`src/rtl/evdc_pkg.sv`:
```
package evdc_pkg;
    typedef enum logic [1:0] {
        ST_IDLE  = 2'd0,
        ST_WAIT  = 2'd1,
        ST_COUNT = 2'd2
    } chan_state_e;

    typedef enum logic [1:0] {
        MODE_ONCE  = 2'd0,
        MODE_MULTI = 2'd1,
        MODE_BURST = 2'd2
    } chan_mode_e;

    typedef enum logic [1:0] {
        START_TRIG = 2'd0,
        START_PREV = 2'd1,
        START_EXT  = 2'd2
    } start_src_e;

    typedef enum logic [1:0] {
        TICK_INT  = 2'd0,
        TICK_HARM = 2'd1,
        TICK_EXT  = 2'd2
    } tick_src_e;
endpackage

```
`src/rtl/evdc_sync.sv`:
```
module evdc_sync #(
    parameter int STAGES = 2
) (
    input  logic clk,
    input  logic rst_n,
    input  logic d,
    output logic q
);
    logic [STAGES-1:0] chain_q;

    always_ff @(posedge clk) begin
        if (!rst_n) chain_q <= '0;
        else        chain_q <= {chain_q[STAGES-2:0], d};
    end

    assign q = chain_q[STAGES-1];
endmodule

```
`src/rtl/evdc_matcher.sv`:
```
module evdc_matcher #(
    parameter int FRAME_W  = 32,
    parameter int CODE_W   = 8,
    parameter int CODE_LSB = 16
) (
    input  logic               clk,
    input  logic               rst_n,
    input  logic               evt_valid,
    input  logic [FRAME_W-1:0] evt_frame,
    input  logic               tgm_hit,
    input  logic [FRAME_W-1:0] cfg_pattern,
    input  logic [FRAME_W-1:0] cfg_mask,
    input  logic               cfg_use_tgm,
    input  logic [CODE_W-1:0]  cfg_en_code,
    input  logic [CODE_W-1:0]  cfg_dis_code,
    input  logic [CODE_W-1:0]  cfg_stop_code,
    output logic               hit_q,
    output logic               stop_q,
    output logic               gate_en_q
);
    logic [CODE_W-1:0] code;
    logic              frame_hit;

    assign code      = evt_frame[CODE_LSB +: CODE_W];
    assign frame_hit = evt_valid && (((evt_frame ^ cfg_pattern) & cfg_mask) == '0);

    always_ff @(posedge clk) begin
        if (!rst_n) begin
            hit_q     <= 1'b0;
            stop_q    <= 1'b0;
            gate_en_q <= 1'b1;
        end else begin
            hit_q  <= cfg_use_tgm ? tgm_hit : frame_hit;
            stop_q <= evt_valid && (code == cfg_stop_code);
            if (evt_valid && code == cfg_en_code)
                gate_en_q <= 1'b1;
            else if (evt_valid && code == cfg_dis_code)
                gate_en_q <= 1'b0;
        end
    end


    hit_source_chk: assert property (@(posedge clk) disable iff (!rst_n)
        hit_q |-> $past(evt_valid || tgm_hit));
endmodule

```
`src/rtl/evdc_tickgen.sv`:
```
module evdc_tickgen #(
    parameter int HARM_DIV = 4
) (
    input  logic       clk,
    input  logic       rst_n,
    input  logic [1:0] cfg_clk_sel,
    input  logic       cfg_ext_fall,
    input  logic       ext_clk,
    output logic       tick
);
    import evdc_pkg::*;

    localparam int DIV_W = (HARM_DIV > 2) ? $clog2(HARM_DIV) : 1;

    logic [DIV_W-1:0] div_q;
    logic             xc_s, xc_prev;

    evdc_sync #(.STAGES(2)) u_xclk_sync (
        .clk(clk), .rst_n(rst_n), .d(ext_clk), .q(xc_s)
    );

    always_ff @(posedge clk) begin
        if (!rst_n) begin
            div_q   <= '0;
            xc_prev <= 1'b0;
        end else begin
            div_q   <= (div_q == DIV_W'(HARM_DIV - 1)) ? '0 : div_q + 1'b1;
            xc_prev <= xc_s;
        end
    end

    always_comb begin
        unique case (tick_src_e'(cfg_clk_sel))
            TICK_INT:  tick = 1'b1;
            TICK_HARM: tick = (div_q == DIV_W'(HARM_DIV - 1));
            TICK_EXT:  tick = cfg_ext_fall ? (!xc_s && xc_prev) : (xc_s && !xc_prev);
            default:   tick = 1'b0;
        endcase
    end


    harm_spacing_chk: assert property (@(posedge clk) disable iff (!rst_n)
        (tick_src_e'(cfg_clk_sel) == TICK_HARM && tick)
            |=> (!tick || tick_src_e'(cfg_clk_sel) != TICK_HARM));
endmodule

```
`src/rtl/evdc_pulse.sv`:
```
module evdc_pulse #(
    parameter int PW_W = 16
) (
    input  logic            clk,
    input  logic            rst_n,
    input  logic            fire,
    input  logic [PW_W-1:0] cfg_width,
    output logic            out_pulse
);
    logic [PW_W-1:0] left_q;
    logic [PW_W-1:0] width_eff;

    assign width_eff = (cfg_width == '0) ? PW_W'(1) : cfg_width;

    always_ff @(posedge clk) begin
        if (!rst_n)              left_q <= '0;
        else if (fire)           left_q <= width_eff;
        else if (left_q != '0)   left_q <= left_q - 1'b1;
    end

    assign out_pulse = (left_q != '0);


    fire_to_out_chk: assert property (@(posedge clk) disable iff (!rst_n)
        fire |=> out_pulse);
endmodule

```
`src/rtl/evt_delay_channel.sv`:
```
module evt_delay_channel #(
    parameter int FRAME_W  = 32,
    parameter int CODE_W   = 8,
    parameter int CODE_LSB = 16,
    parameter int DLY_W    = 22,
    parameter int PW_W     = 16,
    parameter int HARM_DIV = 4
) (
    input  logic               clk,
    input  logic               rst_n,
    input  logic               evt_valid,
    input  logic [FRAME_W-1:0] evt_frame,
    input  logic               tgm_hit,
    input  logic               prev_done,
    input  logic               ext_start,
    input  logic               ext_clk,
    input  logic               ext_gate,
    input  logic [FRAME_W-1:0] cfg_pattern,
    input  logic [FRAME_W-1:0] cfg_mask,
    input  logic               cfg_use_tgm,
    input  logic [CODE_W-1:0]  cfg_en_code,
    input  logic [CODE_W-1:0]  cfg_dis_code,
    input  logic [CODE_W-1:0]  cfg_stop_code,
    input  logic [DLY_W-1:0]   cfg_delay,
    input  logic [PW_W-1:0]    cfg_width,
    input  logic [1:0]         cfg_mode,
    input  logic [1:0]         cfg_start_sel,
    input  logic [1:0]         cfg_clk_sel,
    input  logic               cfg_ext_fall,
    input  logic               cfg_irq_en,
    output logic               out_pulse,
    output logic               irq
);
    import evdc_pkg::*;

    chan_state_e      state_q, state_d;
    logic [DLY_W-1:0] cnt_q, cnt_d, delay_eff;
    logic             hit, stop, gate_en, tick;
    logic             xs_s, xs_prev, xs_rise, gate_s;
    logic             start_ev, at_term, emit, irq_q;
    chan_mode_e       mode;

    assign mode      = chan_mode_e'(cfg_mode);
    assign delay_eff = (cfg_delay == '0) ? DLY_W'(1) : cfg_delay;

    evdc_matcher #(.FRAME_W(FRAME_W), .CODE_W(CODE_W), .CODE_LSB(CODE_LSB)) u_match (
        .clk(clk), .rst_n(rst_n), .evt_valid(evt_valid), .evt_frame(evt_frame),
        .tgm_hit(tgm_hit), .cfg_pattern(cfg_pattern), .cfg_mask(cfg_mask),
        .cfg_use_tgm(cfg_use_tgm), .cfg_en_code(cfg_en_code),
        .cfg_dis_code(cfg_dis_code), .cfg_stop_code(cfg_stop_code),
        .hit_q(hit), .stop_q(stop), .gate_en_q(gate_en)
    );

    evdc_tickgen #(.HARM_DIV(HARM_DIV)) u_tick (
        .clk(clk), .rst_n(rst_n), .cfg_clk_sel(cfg_clk_sel),
        .cfg_ext_fall(cfg_ext_fall), .ext_clk(ext_clk), .tick(tick)
    );

    evdc_sync #(.STAGES(2)) u_xstart_sync (
        .clk(clk), .rst_n(rst_n), .d(ext_start), .q(xs_s)
    );

    evdc_sync #(.STAGES(2)) u_gate_sync (
        .clk(clk), .rst_n(rst_n), .d(ext_gate), .q(gate_s)
    );

    evdc_pulse #(.PW_W(PW_W)) u_pulse (
        .clk(clk), .rst_n(rst_n), .fire(emit), .cfg_width(cfg_width),
        .out_pulse(out_pulse)
    );

    assign xs_rise = xs_s && !xs_prev;

    always_comb begin
        unique case (start_src_e'(cfg_start_sel))
            START_PREV: start_ev = prev_done;
            START_EXT:  start_ev = xs_rise;
            default:    start_ev = 1'b1;
        endcase
    end

    // State register process
    always_ff @(posedge clk) begin
        if (!rst_n) begin
            state_q <= ST_IDLE;
            cnt_q   <= '0;
            xs_prev <= 1'b0;
            irq_q   <= 1'b0;
        end else begin
            state_q <= state_d;
            cnt_q   <= cnt_d;
            xs_prev <= xs_s;
            irq_q   <= emit && cfg_irq_en;
        end
    end

    // Output process
    always_comb begin
        at_term = (state_q == ST_COUNT) && tick && gate_en &&
                  (cnt_q == DLY_W'(1)) && !hit && !stop;
        emit    = at_term && ((mode != MODE_BURST) || gate_s);
    end

    // Next-state and counter
    always_comb begin
        state_d = state_q;
        cnt_d   = cnt_q;
        if (hit) begin
            state_d = (start_src_e'(cfg_start_sel) == START_TRIG) ? ST_COUNT : ST_WAIT;
            cnt_d   = delay_eff;
        end else if (stop && state_q != ST_IDLE) begin
            state_d = ST_IDLE;
        end else begin
            unique case (state_q)
                ST_WAIT: begin
                    if (start_ev) begin
                        state_d = ST_COUNT;
                        cnt_d   = delay_eff;
                    end
                end
                ST_COUNT: begin
                    if (tick && gate_en) begin
                        cnt_d = (cnt_q == DLY_W'(1)) ? delay_eff : cnt_q - 1'b1;
                        if (at_term && mode != MODE_MULTI && mode != MODE_BURST)
                            state_d = ST_IDLE;
                    end
                end
                default: ;
            endcase
        end
    end

    assign irq = irq_q;


    once_return_chk: assert property (@(posedge clk) disable iff (!rst_n)
        (at_term && mode == MODE_ONCE) |=> state_q == ST_IDLE);


    reload_chk: assert property (@(posedge clk) disable iff (!rst_n)
        hit |=> (cnt_q == $past(delay_eff)) && state_q != ST_IDLE);


    count_step_chk: assert property (@(posedge clk) disable iff (!rst_n)
        (state_q == ST_COUNT && tick && gate_en && cnt_q > DLY_W'(1) && !hit && !stop)
            |=> cnt_q == $past(cnt_q) - DLY_W'(1));


    gate_hold_chk: assert property (@(posedge clk) disable iff (!rst_n)
        (state_q == ST_COUNT && !gate_en && !hit && !stop) |=> $stable(cnt_q));


    burst_quiet_chk: assert property (@(posedge clk) disable iff (!rst_n)
        (mode == MODE_BURST && !gate_s) |=> !irq);


    irq_with_pulse_chk: assert property (@(posedge clk) disable iff (!rst_n)
        irq |-> out_pulse);
endmodule

```
`config.mk`:
```
export PLATFORM = sky130hd
export DESIGN_NAME = evt_delay_channel
export DESIGN_NICKNAME = d
export VERILOG_FILES = /design/src/rtl/evdc_pkg.sv /design/src/rtl/evdc_sync.sv /design/src/rtl/evdc_matcher.sv /design/src/rtl/evdc_tickgen.sv /design/src/rtl/evdc_pulse.sv /design/src/rtl/evt_delay_channel.sv
export SDC_FILE = /design/constraint.sdc
export NUM_CORES = 1
export LEC_CHECK = 0
export BUFFER_PORTS_ARGS = -buffer_cell sky130_fd_sc_hd__buf_2
export CELL_PAD_IN_SITES_DETAIL_PLACEMENT = 1
export CELL_PAD_IN_SITES_GLOBAL_PLACEMENT = 1
export CORE_MARGIN = 3
export CORE_UTILIZATION = 36
export DETAILED_ROUTE_END_ITERATION = 7
export PLACE_DENSITY_LB_ADDON = 0.1
export REMOVE_ABC_BUFFERS = 1
export SETUP_SLACK_MARGIN = 0.5
export SKIP_LAST_GASP = 1
export SLEW_MARGIN = 20
export SYNTH_ARGS = -nofsm -noshare
export SYNTH_HDL_FRONTEND = slang
export SYNTH_SLANG_ARGS = --single-unit
```
`constraint.sdc`:
```
create_clock -name clk -period 5.6 [get_ports clk]
set_clock_uncertainty 0.2 [all_clocks]
set_input_delay 0.28 -clock clk [delete_from_list [all_inputs] [get_ports clk]]
set_output_delay 0.28 -clock clk [all_outputs]
set_load 0.01 [all_outputs]
```
* Word level (Yosys, flattened, before mapping) *
Index checks and enable logic that the tools add are counted.

word-level totals
  register bits = 54
  bits in latches = 0
  memory bits (writable) = 0
  memory bits (read-only) = 0
  bits of input ports = 175
  output and inout port bits = 2
  memories = 0

operators by class
  add/sub/neg operators = 3
  multiply operators = 0
  divide/modulo/power cells = 0
  magnitude comparators = 0
  equality and inequality tests = 19
  shifts and indexed selects = 0
  muxes and demuxes = 21
  bitwise gates (word level) = 3
  reductions and logical operators = 38

operator list
  kind                                                                     count
  22-bit 2-to-1 mux                                                        6
  16-bit 2-to-1 mux                                                        3
  22-bit case mux with 2 select lines                                      1
  32-bit bitwise AND                                                       1
  32-bit logical NOT                                                       1
  32-bit XOR                                                               1
  8-bit equality test                                                      3
  22-bit by 1-bit equality test with 1-bit output, second input constant   1
  22-bit logical NOT                                                       1
  22-bit by 1-bit subtractor with 22-bit output, second input constant     1
  1-bit logical AND                                                        18
  16-bit logical NOT                                                       1
  16-bit nonzero test                                                      1
  16-bit by 1-bit subtractor with 16-bit output, second input constant     1
  2-bit 2-to-1 mux                                                         6
  2-bit equality test, second input constant                               4
  4-bit by 1-bit inequality test with 1-bit output, second input constant  2
  4-bit AND reduction                                                      2
  2-bit by 1-bit equality test with 1-bit output, second input constant    3
  1-bit logical NOT                                                        5
  2-bit logical NOT                                                        2
  2-bit by 1-bit inequality test with 1-bit output, second input constant  2
  4-bit by 3-bit inequality test with 1-bit output, second input constant  1
  2-bit case mux with 2 select lines                                       1
  13 further kinds                                                         16

* Depth between registers and ports, before layout *
Gate-level depths: netlist of the first run.

  depth in word-level cells = 16
  mapped depth = 9
  mapped depth without buffers = 8

* By module *
From an unflattened synthesis of the first run, not the netlist that was laid out.

second synthesis, totals
  cells, all modules = 466
  area total of the unflattened synthesis = 3857.4 um2

modules (own cells, without submodules)
  module             instances  cells each  area each (um2)  seq. area each (um2)
  evt_delay_channel  1          234         1851.8           520.5
  evdc_pulse         1          115         932.1            320.3
  evdc_matcher       1          93          788.3            60.1
  evdc_sync          3          4           52.6             40.0
  evdc_tickgen       1          12          127.6            60.1

* Least setup slack after synthesis of the first run *
No wires, ideal clock.

  kind = register -> register
  start = reg cnt_q[12]
  end = reg cnt_q[16]
  data arrival time = 1940 ps
  setup slack = 3332 ps
  stages on the path, launching flop included = 9
  buffers on the path = 2
  cell sequence = dfxtp_1 nor4_2 nand3_1 o41ai_2 buf_4 buf_6 a21oi_1 o211ai_1 o21ai_1

between the ends
  word-level cells in the longest chain between the ends = 6
  elaborated cells between the ends (all ways) = 7

RTL lines
  element                                                                                                           line                      RTL
  start, declared                                                                                                   evt_delay_channel.sv:37   logic [DLY_W-1:0] cnt_q, cnt_d, delay_eff;
  start signal, assigned                                                                                            evt_delay_channel.sv:91   cnt_q <= cnt_d;
  22-bit by 1-bit subtractor with 22-bit output or 22-bit by 1-bit equality test with 1-bit output (tied branches)  evt_delay_channel.sv:123  cnt_d = (cnt_q == DLY_W'(1)) ? delay_eff : cnt_q - 1'b1;
  22-bit 2-to-1 mux (*)                                                                                             evt_delay_channel.sv:123
  22-bit 2-to-1 mux (*)                                                                                             evt_delay_channel.sv:122  if (tick && gate_en) begin
  22-bit case mux with 2 select lines (*)                                                                           evt_delay_channel.sv:114  unique case (state_q)
  22-bit 2-to-1 mux (*)                                                                                             evt_delay_channel.sv:111  end else if (stop && state_q != ST_IDLE) begin
  22-bit 2-to-1 mux (*)                                                                                             evt_delay_channel.sv:108  if (hit) begin

Mark *: on every way between the ends. The rest lies on a longest branch, timed or not. The select of a mux whose other input is x is not followed.
A chain may end at the register's enable or synchronous reset.

* Final worst setup path of the first run *
  start = reg u_pulse.left_q[3]
  end = out out_pulse

between the ends
  word-level cells in the longest chain between the ends = 1

RTL lines
  element                 line                     RTL
  start, declared         evdc_pulse.sv:10         logic [PW_W-1:0] left_q;
  start signal, assigned  evdc_pulse.sv:17         else if (fire) left_q <= width_eff;
  start signal, assigned  evdc_pulse.sv:18         else if (left_q != '0) left_q <= left_q - 1'b1;
  16-bit nonzero test     evdc_pulse.sv:21         assign out_pulse = (left_q != '0);
  end, declared           evt_delay_channel.sv:31  output logic out_pulse,

No other way between the ends.

==> out/metrics.yaml, run 1 <==
floorplanning:
  die_width_um: 109
  core-area_um2: 10000
  rows: 36
  start_util_pct: 38.0
  ios: 177
  die_area_um2: 11900
  die_height_um: 109
place:
  portBuffers: 176
  gp_congestion: 0.854
  dp.cells: 765
  dp_hpwl_um: 10700
yosys:
  synth.area.mux_share_pct: 2.92
  synth_edf_count: 0
  yosysUniqueCellTypes: 58
  ys_ff_latch: 54
  yosysSeqAreaShare_pct: 28.3
  synth_area_leaders: "dfxtp_1 (28%), xor2_1 (11%), a21oi_1 (3.8%)"
  synth_area_um2: 3820
  synthCells: 474
  synth_compound_area_share_pct: 20.7
  synth_fa_ha_area_share_pct: 3.28
  syn_area_per_cell_um2: 8.05
  synth_top_area_share_pct: 28.3
  ys_top_cells_by_count: "dfxtp_1 (54), xor2_1 (50), nor2_1 (35)"
  synth_top_area_cell: "dfxtp_1"
  yosys.cell_count.top_type: "dfxtp_1"
  synth_top_family_by_area: "simple AND/OR/NAND/NOR gates"
  ys_warn_count: 0
  synth_flop_cell: "dfxtp_1"
  synth-async-reset-ratio_pct: 0
  synthSimpleGateAreaFrac_pct: 26.2
  yosys.area_share.xor_xnor_pct: 14.7
drt:
  dr.pass1.iters: 4
  drcViolationCount: 0
  drt_iter0_markers: 192
  antenna_left: 0
  wl_um: 13400
  vias_per_cell: 5.41
  post_drt_wl_per_cell_um: 17.2
  num_vias: 4222
grt:
  grt_usage_pct: 22.5
  grt_pass1_wl_um: 21100
  grt_remaining_overflow: 0
  grt_pass1_vias: 4442
  antenna_found_initial: 0
  grt_max_degree: 59
final_layout:
  fin_nets: 832
  drive_gt1_share_pct: 30.7
  antenna_cells: 0
  stdcell_count: 781
  multi_input_area_um2: 2600
  final_core_util_pct: 49.5
  fill_cells: 1307
  area_growth_pct: 30.3
  ff_latch_area_um2: 1080
worst_setup_path:
  worstPathCellList: "nor4_2 -> and4b_1 -> nor3b_2 -> inv_1 -> buf_2"
  start_kind: "flip-flop"
  r2r_slack_ps: 2760
  r2r_cells: 6
  crit_slowest_cell: "nor3b_2"
  critPathMaxFanout: 16
  worstSetupEndpointType: "output pin"
  max_stage_delay_ps: 820
  cp.required_ps: 5120
  r2r-start: "cnt_q[12]"
  crit_type: "reg -> out"
  timing.rr.end: "cnt_q[9]"
  worstPathArrival_ps: 2670
worst_hold_path:
  worstHoldPathCells: 3
  min_from: "cfg_width[3]"
  hold_path_end: "u_pulse.left_q[3]"
  hold_class: "in -> reg"
cts:
  clock-sinks: 54
  clk_pin_slew_ps: 120
  cts-resized-gates: 0
  cts_max_level: 2
  clock_path_buffers: 2
  cts_made_buffers: 5
  post_cts_buffers: 0
  root_buffer: "clkbuf_8"
  worstSkewPairLatency_ps: 330
  cts_tree: "done"
timing:
  clock.fmax_mhz: 317
  fin_tns_setup_ps: 0
  period_needed_ps: 3150
  relSlewSlack_pct: 35.1
  drv_slew: 0
  rsz0062_at_grt: "false"
  finalSetupViolCount: 0
  post-route-period-util_pct: 56.3
  finalHoldViolations: 0
  tightestPinTransition_ps: 969
power_and_ir_drop:
  leakagePower_nw: 2.24
  power.density_nw_per_um2: 321
  vdd.ir_drop.worst_mv: 0.122
job:
  maxCapViolations: 0
outcome:
  status: "complete, no violations"
-- what timing repair did --
action,4_1_cts,5_1_grt
hold buffers,7,0
setup endpoints to repair,0,0
hold endpoints to repair,7,0
-- worst max-delay path by stage --
stage / depth (start not counted) / slack [ps] / start / endpoint
floorplan: 5 / 1320 / cnt_q[12] / cnt_q[10]
global placement: 6 / 2400 / cnt_q[12] / u_pulse.left_q[15]
detailed placement: 6 / 2240 / cnt_q[12] / u_pulse.left_q[15]
CTS: 6 / 2220 / cnt_q[12] / u_pulse.left_q[15]
global route: 5 / 2190 / u_pulse.left_q[3] / out_pulse
finish: 5 / 2450 / u_pulse.left_q[3] / out_pulse
-- layout by cell type (no fill, tap or decap), types with 12 or more instances in the layout --
cell and instances:
xor2_1 50, o21ai_0 23, xnor2_1 14, a22oi_1 12, inv_1 12, nor3_1 20
buf_2 176, dfxtp_1 54, a21oi_1 29, nor2b_1 13, nor2_1 35, nand2_1 33
nor4_1 17
-- state kept, by name (all words and copies together), names as in the netlist --
name                        cells
state_q                         2
u_match.hit_q                   1
u_xstart_sync.chain_q           2
cnt_q                          22
irq                             1
u_match.stop_q                  1
u_match.gate_en_q               1
u_pulse.left_q                 16
u_tick.xc_prev                  1
xs_prev                         1
u_tick.u_xclk_sync.chain_q      2
u_gate_sync.chain_q             2
u_tick.div_q                    2
-- critical path, delay by kind of cell, from the launching register on --
family	cells	cell delay, ps
flops	1	390
buf+inv	2	250
simple gates	3	1700
-- logic make-up (layout without fill, tap and decap cells) --
group,count (synthesis),count (layout)
adder cells (fa/ha/maj),10,10
multiplexers,11,11
XOR/XNOR,64,64
AND/OR/NAND/NOR,183,183
buffers and inverters,33,207
flip-flops,54,54
AO/OA/AOI/OAI,119,119
-- final cells by class --
class / count / share of cell area, %
inverters: 12 / 0.906
multi-input cells: 387 / 52.2
well taps: 133 / 3.35
flip-flops and latches: 54 / 21.7
repair buffers: 187 / 19.8
clock buffers: 5 / 1.38
clock inverters: 3 / 0.579
-- where the power goes --
group          switching, W  total (W)  internal (W)  leakage, nW
registers         0.0000725   0.000528      0.000455        0.443
clock network      0.000150   0.000244     0.0000940       0.0506
logic              0.000490   0.000826      0.000337         1.75
total              0.000712    0.00160      0.000886         2.24
-- layer usage --
layer	vias to the layer above	GRT usage, %	part of all wire, %
met5	-	0	0
met3	14	5.57	7.3
met1	1980	24.9	38
li1	2083	-	-
met2	145	41.9	53
met4	0	6.67	1.6
-- metrics by stage --
stage	total power [W]	cell area [um2]	hold WS, ps	setup slack (ps)
finish	0.00160	4970	16.7	2450
global route	0.00174	4970	17.3	2190
CTS	0.00160	4960	7.78	2220
detailed placement	0.00135	4790	226	2240
global placement	0.00132	4790	212	2400
floorplan	0.00109	3710	152	1320
(Power assumes the default switching activity.)
==> inputs of run 2 (changes only) <==
- CORE_UTILIZATION: 36 -> 30
- clock period: 5.6 -> 2.7 ns (I/O delays scaled with it)
==> out/metrics.yaml, run 2 (same netlist as run 1, synthesis figures left out) <==
outcome:
  status: "complete, no violations"  # unchanged
power_and_ir_drop:
  vdd.ir_drop.worst_mv: 0.337  # was 0.122 mV
  leakagePower_nw: 2.76  # was 2.24 nW
  power.density_nw_per_um2: 713  # was 321 nW/um2
timing:
  rsz0062_at_grt: "true"  # was false
  finalHoldViolations: 0  # unchanged
  clock.fmax_mhz: 437
  post-route-period-util_pct: 84.7
  tightestPinTransition_ps: 489  # was 969 ps
  period_needed_ps: 2290
  finalSetupViolCount: 0  # unchanged
  relSlewSlack_pct: 67.1  # was 35.1%
  fin_hold_ws_ps: 5.41  # was 16.7 ps
  drv_slew: 0  # unchanged
cts:
  root_buffer: "clkbuf_16"  # was clkbuf_8
  cts_tree: "done"  # unchanged
  cts_max_level: 2  # unchanged
  clock-sinks: 54  # unchanged
  cts_made_buffers: 5  # unchanged
  clk_pin_slew_ps: 80  # was 120 ps
  worstSkewPairLatency_ps: 300  # was 330 ps
  clock_path_buffers: 2  # unchanged
final_layout:
  multi_input_area_um2: 2950  # was 2600 um2
  drive_gt1_share_pct: 41.3  # was 30.7%
  final_cell_mix: "buf_2 (176), xor2_1 (50), dfxtp_1 (43), dlygate4sd3_1 (42)"  # was buf_2 (176), dfxtp_1 (54), xor2_1 (50), nor2_1 (35), nand2_1 (33)
  largest_register_ffs: 22  # unchanged
  stdcell_count: 889  # was 781
  layout_commonest_cell: "buf_2"  # unchanged
  registers.top_by_ff_count: "cnt_q"  # unchanged
  fill_cells: 1529  # was 1307
  fin_nets: 905  # was 832
  design_area_um2: 6230  # was 4970 um2
  area_growth_pct: 63.2  # was 30.3%
  ff_latch_area_um2: 1100  # was 1080 um2
  top_regs: "cnt_q (22), u_pulse.left_q (16)"  # unchanged
  antenna_cells: 0  # unchanged
worst_setup_path:
  worstPathArrival_ps: 2270  # was 2670 ps
  max_stage_delay_ps: 390  # was 820 ps
  crit_type: "reg -> reg"  # was reg -> out
  cp.required_ps: 2680  # was 5120 ps
  crit_slowest_cell: "dfxtp_2"  # was nor3b_2
  start_kind: "flip-flop"  # unchanged
  crit_start: "cnt_q[10]"  # was u_pulse.left_q[3]
  timing.rr.end: "cnt_q[18]"  # was cnt_q[9]
  worstPathCellList: "nor4_4 -> nand2_2 -> o41ai_4 -> buf_4 -> buf_8 -> nor3_1 -> a21oi_1 -> o21ai_1"  # was nor4_2 -> and4b_1 -> nor3b_2 -> inv_1 -> buf_2
  r2r_cells: 8  # was 6
  worstSetupEndpointType: "flip-flop"  # was output pin
  r2r-start: "cnt_q[10]"  # was cnt_q[12]
  critPathMaxFanout: 5  # was 16
  r2r_slack_ps: 410  # was 2760 ps
worst_hold_path:
  hold_class: "in -> reg"  # unchanged
  worstHoldPathCells: 4  # was 3
  min_from: "cfg_en_code[2]"  # was cfg_width[3]
  hold_path_end: "u_match.gate_en_q"  # was u_pulse.left_q[3]
drt:
  num_vias: 4569  # was 4222
  post_drt_wl_per_cell_um: 17.6  # was 17.2 um
  dr.pass1.iters: 4  # unchanged
  wl_um: 15700  # was 13400 um
  antenna_left: 0  # unchanged
  drt_iter0_markers: 208  # was 192
  drcViolationCount: 0  # unchanged
  vias_per_cell: 5.14  # was 5.41
place:
  dp.cells: 814  # was 765
  gp_congestion: 0.819  # was 0.854
  dp_hpwl_um: 11400  # was 10700 um
  placed_area_um2: 4950  # was 4790 um2
  portBuffers: 176  # unchanged
floorplanning:
  die_width_um: 119  # was 109 um
  start_util_pct: 31.3  # was 38.0%
  ios: 177  # unchanged
  rows: 40  # was 36
  die_height_um: 119  # was 109 um
  die_area_um2: 14100  # was 11900 um2
  core-area_um2: 12200  # was 10000 um2
grt:
  grt_pass1_wl_um: 24000  # was 21100 um
  grt_usage_pct: 20.6  # was 22.5%
  grt_remaining_overflow: 0  # unchanged
  grt_pass1_vias: 4864  # was 4442
  antenna_found_initial: 0  # unchanged
  grt_max_degree: 27  # was 59
job:
  maxCapViolations: 0  # unchanged
==> run 2: cell type report <==
type	instances	share of cell area [%]
Clock buffer	5	2.01
Clock inverter	3	0.341
Inverter	12	0.723
Multi-Input combinational cell	387	47.3
Sequential cell	54	17.7
Tap cell	168	3.37
Timing Repair Buffer	260	28.6
==> run 2: worst max path at each step <==
stage	cells past startpoint	to
final	8	cnt_q[18]
after global routing	8	u_pulse.left_q[4]
after CTS	8	state_q[1]
after detailed placement	7	state_q[1]
after global placement	7	state_q[1]
after floorplan	5	cnt_q[10]
==> run 2: metrics by stage <==
step / utilization, % / setup slack [ps] / power [W] / TNS (ps)
floorplan: - / -1580 / 0.00225 / -31150
global placement: 40.6 / 337 / 0.00290 / 0
detailed placement: 40.6 / 251 / 0.00297 / 0
CTS: 46.9 / 454 / 0.00394 / 0
global route: 51.0 / 303 / 0.00478 / 0
finish: 51.0 / 414 / 0.00444 / 0
==> run 2: power by group <==
part           total [W]  switching (W)  internal, W
Combinational    0.00262        0.00136      0.00126
Sequential       0.00115       0.000199     0.000955
Clock           0.000666       0.000321     0.000345
==> run 2: critical path: cells and delay by family, from the launching register on <==
kind | cells | cell delay, ps
AOI/OAI and AO/OA | 3 | 650
and+or+nand+nor | 3 | 520
DFF | 1 | 390
buffers and inverters | 2 | 390
==> run 2: timing repair <==
| action | in CTS | in global routing |
|---|---|---|
| setup buffers | 10 | 7 |
| pin swaps | 10 | 32 |
| cloned | 1 | 7 |
| endpoints found under the setup margin | 41 | 41 |
| endpoints found under the hold margin | 40 | 0 |
| hold buffers | 42 | 0 |
| resized for setup | 31 | 78 |
==> run 2: metal layers <==
metal,part of all wire [%],vias up,GRT usage (%)
li1,-,2234,-
met1,38,2178,23.5
met2,54,144,38.8
met3,6.4,13,4.74
met4,1.2,0,4.27
met5,0,-,0
